<file path="config.mk">
export PLATFORM = sky130hd
export DESIGN_NAME = edo_dram_ctrl
export DESIGN_NICKNAME = d
export VERILOG_FILES = /design/src/rtl/edo_pkg.sv /design/src/rtl/edo_page_track.sv /design/src/rtl/edo_seq.sv /design/src/rtl/edo_lane_io.sv /design/src/rtl/edo_dram_ctrl.sv
export SDC_FILE = /design/constraint.sdc
export NUM_CORES = 1
export LEC_CHECK = 0
export ABC_CLOCK_PERIOD_IN_PS = 2600
export BUFFER_PORTS_ARGS = -buffer_cell sky130_fd_sc_hd__buf_2
export CAP_MARGIN = 20
export CORE_MARGIN = 10
export CORE_UTILIZATION = 49
export DETAILED_ROUTE_END_ITERATION = 10
export GPL_TIMING_DRIVEN = 1
export MAX_ROUTING_LAYER = met4
export PLACE_DENSITY = 0.83
export SYNTH_ARGS = -nofsm -noshare
export SYNTH_HDL_FRONTEND = slang
export SYNTH_SLANG_ARGS = --single-unit
</file>
<file path="constraint.sdc">
create_clock -name clk -period 2.6 [get_ports clk]
set_input_delay 0.13 -clock clk [delete_from_list [all_inputs] [get_ports clk]]
set_output_delay 0.13 -clock clk [all_outputs]
set_load 0.01 [all_outputs]
</file>
<file path="src/rtl/edo_pkg.sv">
package edo_pkg;

  typedef enum logic [2:0] {
    ST_IDLE, ST_PRE, ST_ACT, ST_RCD, ST_COL, ST_CAS, ST_CP, ST_GNT
  } edo_st_e;

  // nanoseconds to clocks, rounded up, never below one clock
  function automatic int ns2clk(input int ns, input int clk_ns);
    int n;
    n = (ns + clk_ns - 1) / clk_ns;
    return (n < 1) ? 1 : n;
  endfunction

  function automatic int imax(input int a, input int b);
    return (a > b) ? a : b;
  endfunction

  // longest stretch a page access can keep the row strobe low after acceptance
  function automatic int page_guard(input int n_caslo, input int n_cp);
    return n_caslo + n_cp + 2;
  endfunction

endpackage

</file>
<file path="src/rtl/edo_page_track.sv">
module edo_page_track #(
  parameter int ROW_W    = 9,
  parameter int N_RP     = 3,
  parameter int N_RASMAX = 12500,
  parameter int GUARD    = 6,
  localparam int RCW     = $clog2(N_RASMAX + 2),
  localparam int PW      = $clog2(N_RP + 2)
) (
  input  logic             clk,
  input  logic             rst_n,
  input  logic             ras_low,
  input  logic             open_set,
  input  logic             open_clr,
  input  logic [ROW_W-1:0] row_in,
  input  logic [ROW_W-1:0] cmp_row,
  output logic             row_open,
  output logic             row_hit,
  output logic             near_limit,
  output logic [RCW-1:0]   ras_cnt
);

  localparam logic [RCW-1:0] LIMIT = RCW'(N_RASMAX - GUARD);
  localparam logic [PW-1:0]  PRE_SAT = PW'(N_RP);

  logic [ROW_W-1:0] open_row;
  logic [PW-1:0]    pre_cnt;

  always_ff @(posedge clk) begin
    if (!rst_n) begin
      row_open <= 1'b0;
      open_row <= '0;
    end else if (open_set) begin
      row_open <= 1'b1;
      open_row <= row_in;
    end else if (open_clr) begin
      row_open <= 1'b0;
    end
  end

  // cycles the row strobe has been low, zero while high
  always_ff @(posedge clk) begin
    if (!rst_n)                    ras_cnt <= '0;
    else if (!ras_low)             ras_cnt <= '0;
    else if (ras_cnt != '1)        ras_cnt <= ras_cnt + 1'b1;
  end

  // saturating count of high cycles; reset counts as precharged
  always_ff @(posedge clk) begin
    if (!rst_n)                    pre_cnt <= PRE_SAT;
    else if (ras_low)              pre_cnt <= '0;
    else if (pre_cnt < PRE_SAT)    pre_cnt <= pre_cnt + 1'b1;
  end

  assign row_hit    = row_open && (open_row == cmp_row);
  assign near_limit = ras_low && (ras_cnt >= LIMIT);

  p_ras_limit_r8: assert property (@(posedge clk) disable iff (!rst_n)
    ras_low |-> (ras_cnt < RCW'(N_RASMAX)));

  p_precharge_r6: assert property (@(posedge clk) disable iff (!rst_n)
    open_set |-> (pre_cnt >= PRE_SAT));

endmodule

</file>
<file path="src/rtl/edo_seq.sv">
module edo_seq
  import edo_pkg::*;
#(
  parameter int N_RP    = 3,
  parameter int N_RCD   = 3,
  parameter int N_CASLO = 3,
  parameter int N_CPX   = 1,
  localparam int TMAX   = imax(imax(N_RP, N_RCD), imax(N_CASLO, N_CPX)),
  localparam int TW     = $clog2(TMAX + 1)
) (
  input  logic clk,
  input  logic rst_n,
  input  logic req_valid,
  input  logic q_we,
  input  logic row_open,
  input  logic row_hit,
  input  logic near_limit,
  input  logic ref_req,
  output logic req_ready,
  output logic accept,
  output logic ras_low,
  output logic cas_phase,
  output logic addr_col,
  output logic we_n,
  output logic oe_n,
  output logic dq_oe,
  output logic cap_stb,
  output logic ref_gnt,
  output logic open_set,
  output logic open_clr
);

  edo_st_e       st, nxt;
  logic [TW-1:0] tmr, nxt_tmr;
  logic          pend;
  logic          tmr_done;

  assign tmr_done = (tmr == '0);

  always_comb begin
    nxt     = st;
    nxt_tmr = tmr_done ? '0 : tmr - 1'b1;
    case (st)
      ST_IDLE: begin
        if (ref_req) begin
          if (row_open) begin nxt = ST_PRE; nxt_tmr = TW'(N_RP - 1); end
          else                nxt = ST_GNT;
        end else if (row_open && near_limit) begin
          nxt = ST_PRE; nxt_tmr = TW'(N_RP - 1);
        end else if (req_valid) begin
          if (!row_open)    nxt = ST_ACT;
          else if (row_hit) nxt = ST_COL;
          else begin nxt = ST_PRE; nxt_tmr = TW'(N_RP - 1); end
        end
      end
      ST_PRE: if (tmr_done) begin
        if (pend)         nxt = ST_ACT;
        else if (ref_req) nxt = ST_GNT;
        else              nxt = ST_IDLE;
      end
      ST_ACT:  begin nxt = ST_RCD; nxt_tmr = TW'(N_RCD - 1); end
      ST_RCD:  if (tmr_done) nxt = ST_COL;
      ST_COL:  begin nxt = ST_CAS; nxt_tmr = TW'(N_CASLO - 1); end
      ST_CAS:  if (tmr_done) begin nxt = ST_CP; nxt_tmr = TW'(N_CPX - 1); end
      ST_CP:   if (tmr_done) nxt = ST_IDLE;
      ST_GNT:  if (!ref_req) nxt = ST_IDLE;
      default: nxt = ST_IDLE;
    endcase
  end

  always_ff @(posedge clk) begin
    if (!rst_n) begin
      st  <= ST_IDLE;
      tmr <= '0;
    end else begin
      st  <= nxt;
      tmr <= nxt_tmr;
    end
  end

  always_ff @(posedge clk) begin
    if (!rst_n)                               pend <= 1'b0;
    else if (accept)                          pend <= 1'b1;
    else if (st == ST_CP && tmr_done)         pend <= 1'b0;
  end

  assign req_ready = (st == ST_IDLE) && !ref_req && !(row_open && near_limit);
  assign accept    = req_ready && req_valid;
  assign ras_low   = (st == ST_RCD) || (st == ST_COL) || (st == ST_CAS) ||
                     (st == ST_CP)  || ((st == ST_IDLE) && row_open);
  assign cas_phase = (st == ST_CAS);
  assign addr_col  = (st == ST_COL) || (st == ST_CAS);
  assign dq_oe     = q_we && addr_col;
  assign we_n      = !dq_oe;
  assign oe_n      = !(!q_we && cas_phase);
  assign cap_stb   = cas_phase && tmr_done && !q_we;
  assign ref_gnt   = (st == ST_GNT);
  assign open_set  = (st == ST_ACT);
  assign open_clr  = (st == ST_IDLE) && (nxt == ST_PRE);

  p_we_lead_r3: assert property (@(posedge clk) disable iff (!rst_n)
    ($rose(cas_phase) && q_we) |-> ($past(we_n) == 1'b0));

  p_gnt_closed_r9: assert property (@(posedge clk) disable iff (!rst_n)
    ref_gnt |-> !row_open);

endmodule

</file>
<file path="src/rtl/edo_lane_io.sv">
module edo_lane_io #(
  parameter int NL = 4,
  localparam int DW = NL * 8
) (
  input  logic          clk,
  input  logic          rst_n,
  input  logic          cas_phase,
  input  logic          cap_stb,
  input  logic [NL-1:0] be,
  input  logic [DW-1:0] wdata,
  input  logic [DW-1:0] dq_i,
  output logic [NL-1:0] cas_n,
  output logic [DW-1:0] dq_o,
  output logic [DW-1:0] rdata,
  output logic          rsp_valid
);

  for (genvar i = 0; i < NL; i++) begin : g_lane
    assign cas_n[i]       = !(cas_phase && be[i]);
    assign dq_o[8*i +: 8] = wdata[8*i +: 8];

    always_ff @(posedge clk) begin
      if (!rst_n)       rdata[8*i +: 8] <= '0;
      else if (cap_stb) rdata[8*i +: 8] <= be[i] ? dq_i[8*i +: 8] : 8'h00;
    end
  end

  always_ff @(posedge clk) begin
    if (!rst_n) rsp_valid <= 1'b0;
    else        rsp_valid <= cap_stb;
  end

  p_rsp_pulse_r4: assert property (@(posedge clk) disable iff (!rst_n)
    rsp_valid |=> !rsp_valid);

endmodule

</file>
<file path="src/rtl/edo_dram_ctrl.sv">
module edo_dram_ctrl
  import edo_pkg::*;
#(
  parameter int CLK_NS      = 8,
  parameter int ROW_W       = 9,
  parameter int COL_W       = 9,
  parameter int NL          = 4,
  parameter int MUX_W       = (ROW_W > COL_W) ? ROW_W : COL_W,
  parameter int T_RP_NS     = 20,
  parameter int T_RCD_NS    = 20,
  parameter int T_CAS_NS    = 5,
  parameter int T_CAC_NS    = 9,
  parameter int T_CP_NS     = 5,
  parameter int T_PC_NS     = 12,
  parameter int T_RASMAX_NS = 100000
) (
  input  logic                   clk,
  input  logic                   rst_n,
  input  logic                   req_valid,
  output logic                   req_ready,
  input  logic                   req_we,
  input  logic [ROW_W+COL_W-1:0] req_addr,
  input  logic [NL*8-1:0]        req_wdata,
  input  logic [NL-1:0]          req_be,
  output logic                   rsp_valid,
  output logic [NL*8-1:0]        rsp_rdata,
  input  logic                   ref_req,
  output logic                   ref_gnt,
  output logic                   dram_ras_n,
  output logic [NL-1:0]          dram_cas_n,
  output logic                   dram_we_n,
  output logic                   dram_oe_n,
  output logic [MUX_W-1:0]       dram_addr,
  output logic [NL*8-1:0]        dram_dq_o,
  output logic                   dram_dq_oe,
  input  logic [NL*8-1:0]        dram_dq_i
);

  localparam int AW       = ROW_W + COL_W;
  localparam int DW       = NL * 8;
  localparam int N_RP     = ns2clk(T_RP_NS, CLK_NS);
  localparam int N_RCD    = ns2clk(T_RCD_NS, CLK_NS);
  localparam int N_CAC    = ns2clk(T_CAC_NS, CLK_NS);
  localparam int N_CASLO  = imax(N_CAC + 1, ns2clk(T_CAS_NS, CLK_NS));
  localparam int N_CPX    = imax(ns2clk(T_CP_NS, CLK_NS),
                                 ns2clk(T_PC_NS, CLK_NS) - N_CASLO - 1);
  localparam int N_RASMAX = T_RASMAX_NS / CLK_NS;
  localparam int GUARD    = page_guard(N_CASLO, N_CPX);
  localparam int RCW      = $clog2(N_RASMAX + 2);

  logic          q_we;
  logic [AW-1:0] q_addr;
  logic [DW-1:0] q_wdata;
  logic [NL-1:0] q_be;

  logic accept, ras_low, cas_phase, addr_col, cap_stb, open_set, open_clr;
  logic row_open, row_hit, near_limit;
  logic [RCW-1:0] ras_cnt;

  always_ff @(posedge clk) begin
    if (!rst_n) begin
      q_we <= 1'b0; q_addr <= '0; q_wdata <= '0; q_be <= '0;
    end else if (accept) begin
      q_we <= req_we; q_addr <= req_addr; q_wdata <= req_wdata; q_be <= req_be;
    end
  end

  edo_seq #(
    .N_RP(N_RP), .N_RCD(N_RCD), .N_CASLO(N_CASLO), .N_CPX(N_CPX)
  ) u_seq (
    .clk(clk), .rst_n(rst_n), .req_valid(req_valid), .q_we(q_we),
    .row_open(row_open), .row_hit(row_hit), .near_limit(near_limit),
    .ref_req(ref_req), .req_ready(req_ready), .accept(accept),
    .ras_low(ras_low), .cas_phase(cas_phase), .addr_col(addr_col),
    .we_n(dram_we_n), .oe_n(dram_oe_n), .dq_oe(dram_dq_oe),
    .cap_stb(cap_stb), .ref_gnt(ref_gnt), .open_set(open_set),
    .open_clr(open_clr)
  );

  edo_page_track #(
    .ROW_W(ROW_W), .N_RP(N_RP), .N_RASMAX(N_RASMAX), .GUARD(GUARD)
  ) u_track (
    .clk(clk), .rst_n(rst_n), .ras_low(ras_low), .open_set(open_set),
    .open_clr(open_clr), .row_in(q_addr[AW-1:COL_W]),
    .cmp_row(req_addr[AW-1:COL_W]), .row_open(row_open),
    .row_hit(row_hit), .near_limit(near_limit), .ras_cnt(ras_cnt)
  );

  edo_lane_io #(.NL(NL)) u_lanes (
    .clk(clk), .rst_n(rst_n), .cas_phase(cas_phase), .cap_stb(cap_stb),
    .be(q_be), .wdata(q_wdata), .dq_i(dram_dq_i), .cas_n(dram_cas_n),
    .dq_o(dram_dq_o), .rdata(rsp_rdata), .rsp_valid(rsp_valid)
  );

  assign dram_ras_n = !ras_low;
  assign dram_addr  = addr_col ? MUX_W'(q_addr[COL_W-1:0])
                               : MUX_W'(q_addr[AW-1:COL_W]);

  p_rcd_r7: assert property (@(posedge clk) disable iff (!rst_n)
    $rose(cas_phase) |-> (ras_cnt >= RCW'(N_RCD)));

  p_hit_no_ras_r5: assert property (@(posedge clk) disable iff (!rst_n)
    (accept && row_hit) |=> !dram_ras_n);

endmodule

</file>
==> flow_summary_export.csv <==
group,metric,value,unit
run_status,status,"finished, final reports clean",
yosys,yosys.area.top_type,"dfxtp_1",
clock_network,cts_setup_buffers,0,
global_routing,grt_start_max_net_pins,57,
global_routing,grt_pass1_vias,5045,
clock_network,cts.sinks,118,
floorplan,die_x,119,µm
drt,drc,0,
yosys,postSynthAreaPerCell,9.57,µm²
drt,first_pass_iters,7,
yosys,yosysSeqAreaShare,49.7,%
worst_setup_path,end_kind,"register",
yosys,synth_area,0.00476,mm²
worst_setup_path,critPathMaxFanout,56,
floorplan,start_util,51.0,%
worst_setup_path,worstSetupPathType,"register to register",
drt,vias_per_cell,5.33,
finish,drive_gt1_share,28.1,%
yosys,synth_ff_type,"dfxtp_1",
timing,hold_slack,0.0282,ns
worst_setup_path,cpMostUsedCell,"nor2_1",
min_path,min_path_cells,3,
worst_setup_path,rr_worst_depth,6,
clock_network,clockBufferDepth,2,
yosys,synth-seq-cells,118,
clock_network,cts_tree,"yes",
timing,fin_crit_sh,86.4,%
power_and_ir_drop,p_leak,3.15,nW
yosys,synth-warning-count,0,
global_routing,grt_usage,23.3,%
clock_network,ctsHoldBuffers,89,
min_path,min_to,"u_seq.st[2]",
yosys,synth-edff-count,0,
timing,finalClockSkew,0.00937,ns
timing,grt_setup_unrepaired,"no",
power_and_ir_drop,powerDensity,799,mW/mm²
drt,drtIter0Drc,322,
global_routing,grt_pass1_wl,26000,µm
place,hpwlAfterDp,9910,µm
timing,tns,0,ns
worst_setup_path,path_delay_family,"flip-flops",
clock_network,cts-root-buf,"clkbuf_8",
timing,drv_slew,0,
timing,finalCriticalPeriod,2.25,ns
clock_network,cts.repair.resized,0,
yosys,synthTopCellsByArea,"dfxtp_1 (50%), mux2i_1 (14%), nor2_1 (7.0%)",
worst_setup_path,critPathArrivalTime,2.62,ns
timing,setup_violations,0,
yosys,async_flop_share,0,%
clock_network,htree_levels,4,
floorplan,dieHeight,119,µm
global_routing,antenna_found_initial,2,
worst_setup_path,required,2.97,ns
flow_run,cap_violations,0,
yosys,netlist_instances,497,
worst_setup_path,crit-reg2reg-capture,"q_wdata[10]",
clock_network,clk_pin_slew,0.06,ns
finish,n_fill_cell,589,
floorplan,fp-row-count,35,
floorplan,die_area,0.0140,mm²
yosys,synth_cell_types,41,
timing,max_freq,445,MHz
min_path,hold_path_class,"input port to register",
global_routing,globalRouteOverflowTotal,0,
floorplan,ios,175,
worst_setup_path,cp.buffers_inverters,1,
min_path,hold_start,"req_valid",
worst_setup_path,r2r-start,"u_seq.st[1]",
timing,hold_viol,0,
timing,worst_pin_slew,0.740,ns
drt,antenna_left,0,
worst_setup_path,slowest_stage,"dfxtp_1",
power_and_ir_drop,ir_worst_vdd,0.000662,V
yosys,yosysTopAreaCellShare,49.7,%
worst_setup_path,path_cells,"and3_1 > nor2_1 > a211oi_4 > buf_12 > mux2i_1 > nor2_1",
worst_setup_path,timing.reg2reg.setup_slack,0.35,ns
clock_network,worstSkewPairLatency,0.50,ns
worst_setup_path,critPathLaunchType,"register",
timing,slew_headroom,50.6,%
finish,syn_to_final_growth,50.4,%
place,numPortBuffers,174,
drt,vias,4782,
drt,detail_route.wl_per_cell,18.3,µm
drt,routed_wl,16400,µm
finish,fin_nets,847,
worst_setup_path,max_stage_delay,0.64,ns
floorplan,coreArea,0.00933,mm²
yosys,synth_nets,590,
place,gp_congestion,0.819,
clock_network,cts_buffers,17,
-- routing by layer --
| metal | GRT usage, % | routed length, µm |
|---|---|---|
| met1 | 23.0 | 6130 |
| met5 | - | 0 |
| met2 | 40.3 | 8560 |
| met4 | 12.6 | 707 |
| met3 | 7.23 | 983 |
-- stage by stage --
step	instance area, µm²	setup WS, ns	total power, mW	util [%]	instances
5_1_grt	7150	0.229	5.97	76.7	897
2_1_floorplan	4760	0.769	2.94	-	497
6_report	7150	0.353	5.72	76.7	897
4_1_cts	7140	0.382	5.70	76.5	894
3_5_place_dp	5670	0.408	3.31	60.8	774
3_3_place_gp	5670	0.544	3.26	60.8	774
-- how the worst max path moves through the flow --
stage | start | to | slack (ns) | cells past startpoint
2_1_floorplan | u_track.ras_cnt[1] | u_track.ras_cnt[5] | 0.77 | 8
3_3_place_gp | u_seq.st[1] | q_wdata[5] | 0.54 | 6
3_5_place_dp | u_seq.st[1] | u_lanes.rdata[2] | 0.41 | 4
4_1_cts | u_seq.st[1] | u_lanes.rdata[15] | 0.38 | 4
5_1_grt | u_seq.st[1] | q_be[0] | 0.23 | 6
6_report | u_seq.st[1] | q_wdata[10] | 0.35 | 6
-- layout by cell type, fill, tap and decap left out, drive strengths merged, types with 4 or more instances in the layout --
cell type and instances:
a21oi 11, and3 5, mux2i 67, nor4 4, buf 180, nor3 8, nor2 90, o21ai 7
a22o 32, clkbuf 20, dfxtp 118, dlygate4sd3 89, nand2 45, and2 7, inv 6, nand4 9
xnor2 11, nand3 13, nand2b 8, clkinv 5, xor2 8
-- power by group --
group	internal [mW]	switching [mW]
logic	0.572	0.705
clock network	1.46	0.834
registers	1.96	0.185
total	3.99	1.72
-- final cells by class --
| type | count | area, µm² | share of cell area (%) |
|---|---|---|---|
| clock buffer | 20 | 425 | 5.95 |
| inverter | 4 | 15.0 | 0.210 |
| timing repair buffer | 269 | 1820 | 25.5 |
| tap | 129 | 161 | 2.26 |
| multi-input combinational | 344 | 2210 | 30.9 |
| clock inverter | 11 | 151 | 2.12 |
| antenna | 2 | 5.00 | 0.0700 |
| sequential | 118 | 2360 | 33.0 |
-- kinds of logic after synthesis --
| family | Yosys count | share of synthesized area (%) |
|---|---|---|
| xor gates and xnor gates | 19 | 3.50 |
| AOI/OAI and AO/OA | 60 | 9.57 |
| DFF | 118 | 49.7 |
| muxes | 67 | 14.1 |
| buffers and inverters | 35 | 4.08 |
| adders and majority gates | 2 | 0.526 |
| and+or+nand+nor | 196 | 18.6 |
-- cells in the mapped netlist (4+ instances only) --
cell	n
xor2_1	8
mux2i_1	67
xnor2_1	11
nor2_1	89
a21oi_1	11
clkbuf_1	18
nor3_1	7
nand2_1	45
nand2b_1	8
and2_1	7
nand3_1	13
nand4_1	9
o21ai_0	7
buf_2	5
inv_1	4
a22o_1	32
and3_1	5
dfxtp_1	118
buf_8	4
-- worst min-delay path, delay by kind of cell --
family                 cells  cell delay, ns
and+or+nand+nor            1            0.10
buffers and inverters      1            0.14
AOI/OAI and AO/OA          1            0.09
-- registers in the layout, summed over array words and instances (netlist names) --
register           count
q_addr                18
u_seq.st               3
u_seq.pend             1
q_we                   1
u_lanes.rdata         32
u_lanes.rsp_valid      1
q_wdata               32
u_track.row_open       1
u_seq.tmr              2
q_be                   4
u_track.ras_cnt       14
u_track.open_row       9
Note: power is estimated with default switching activity, not from simulation.
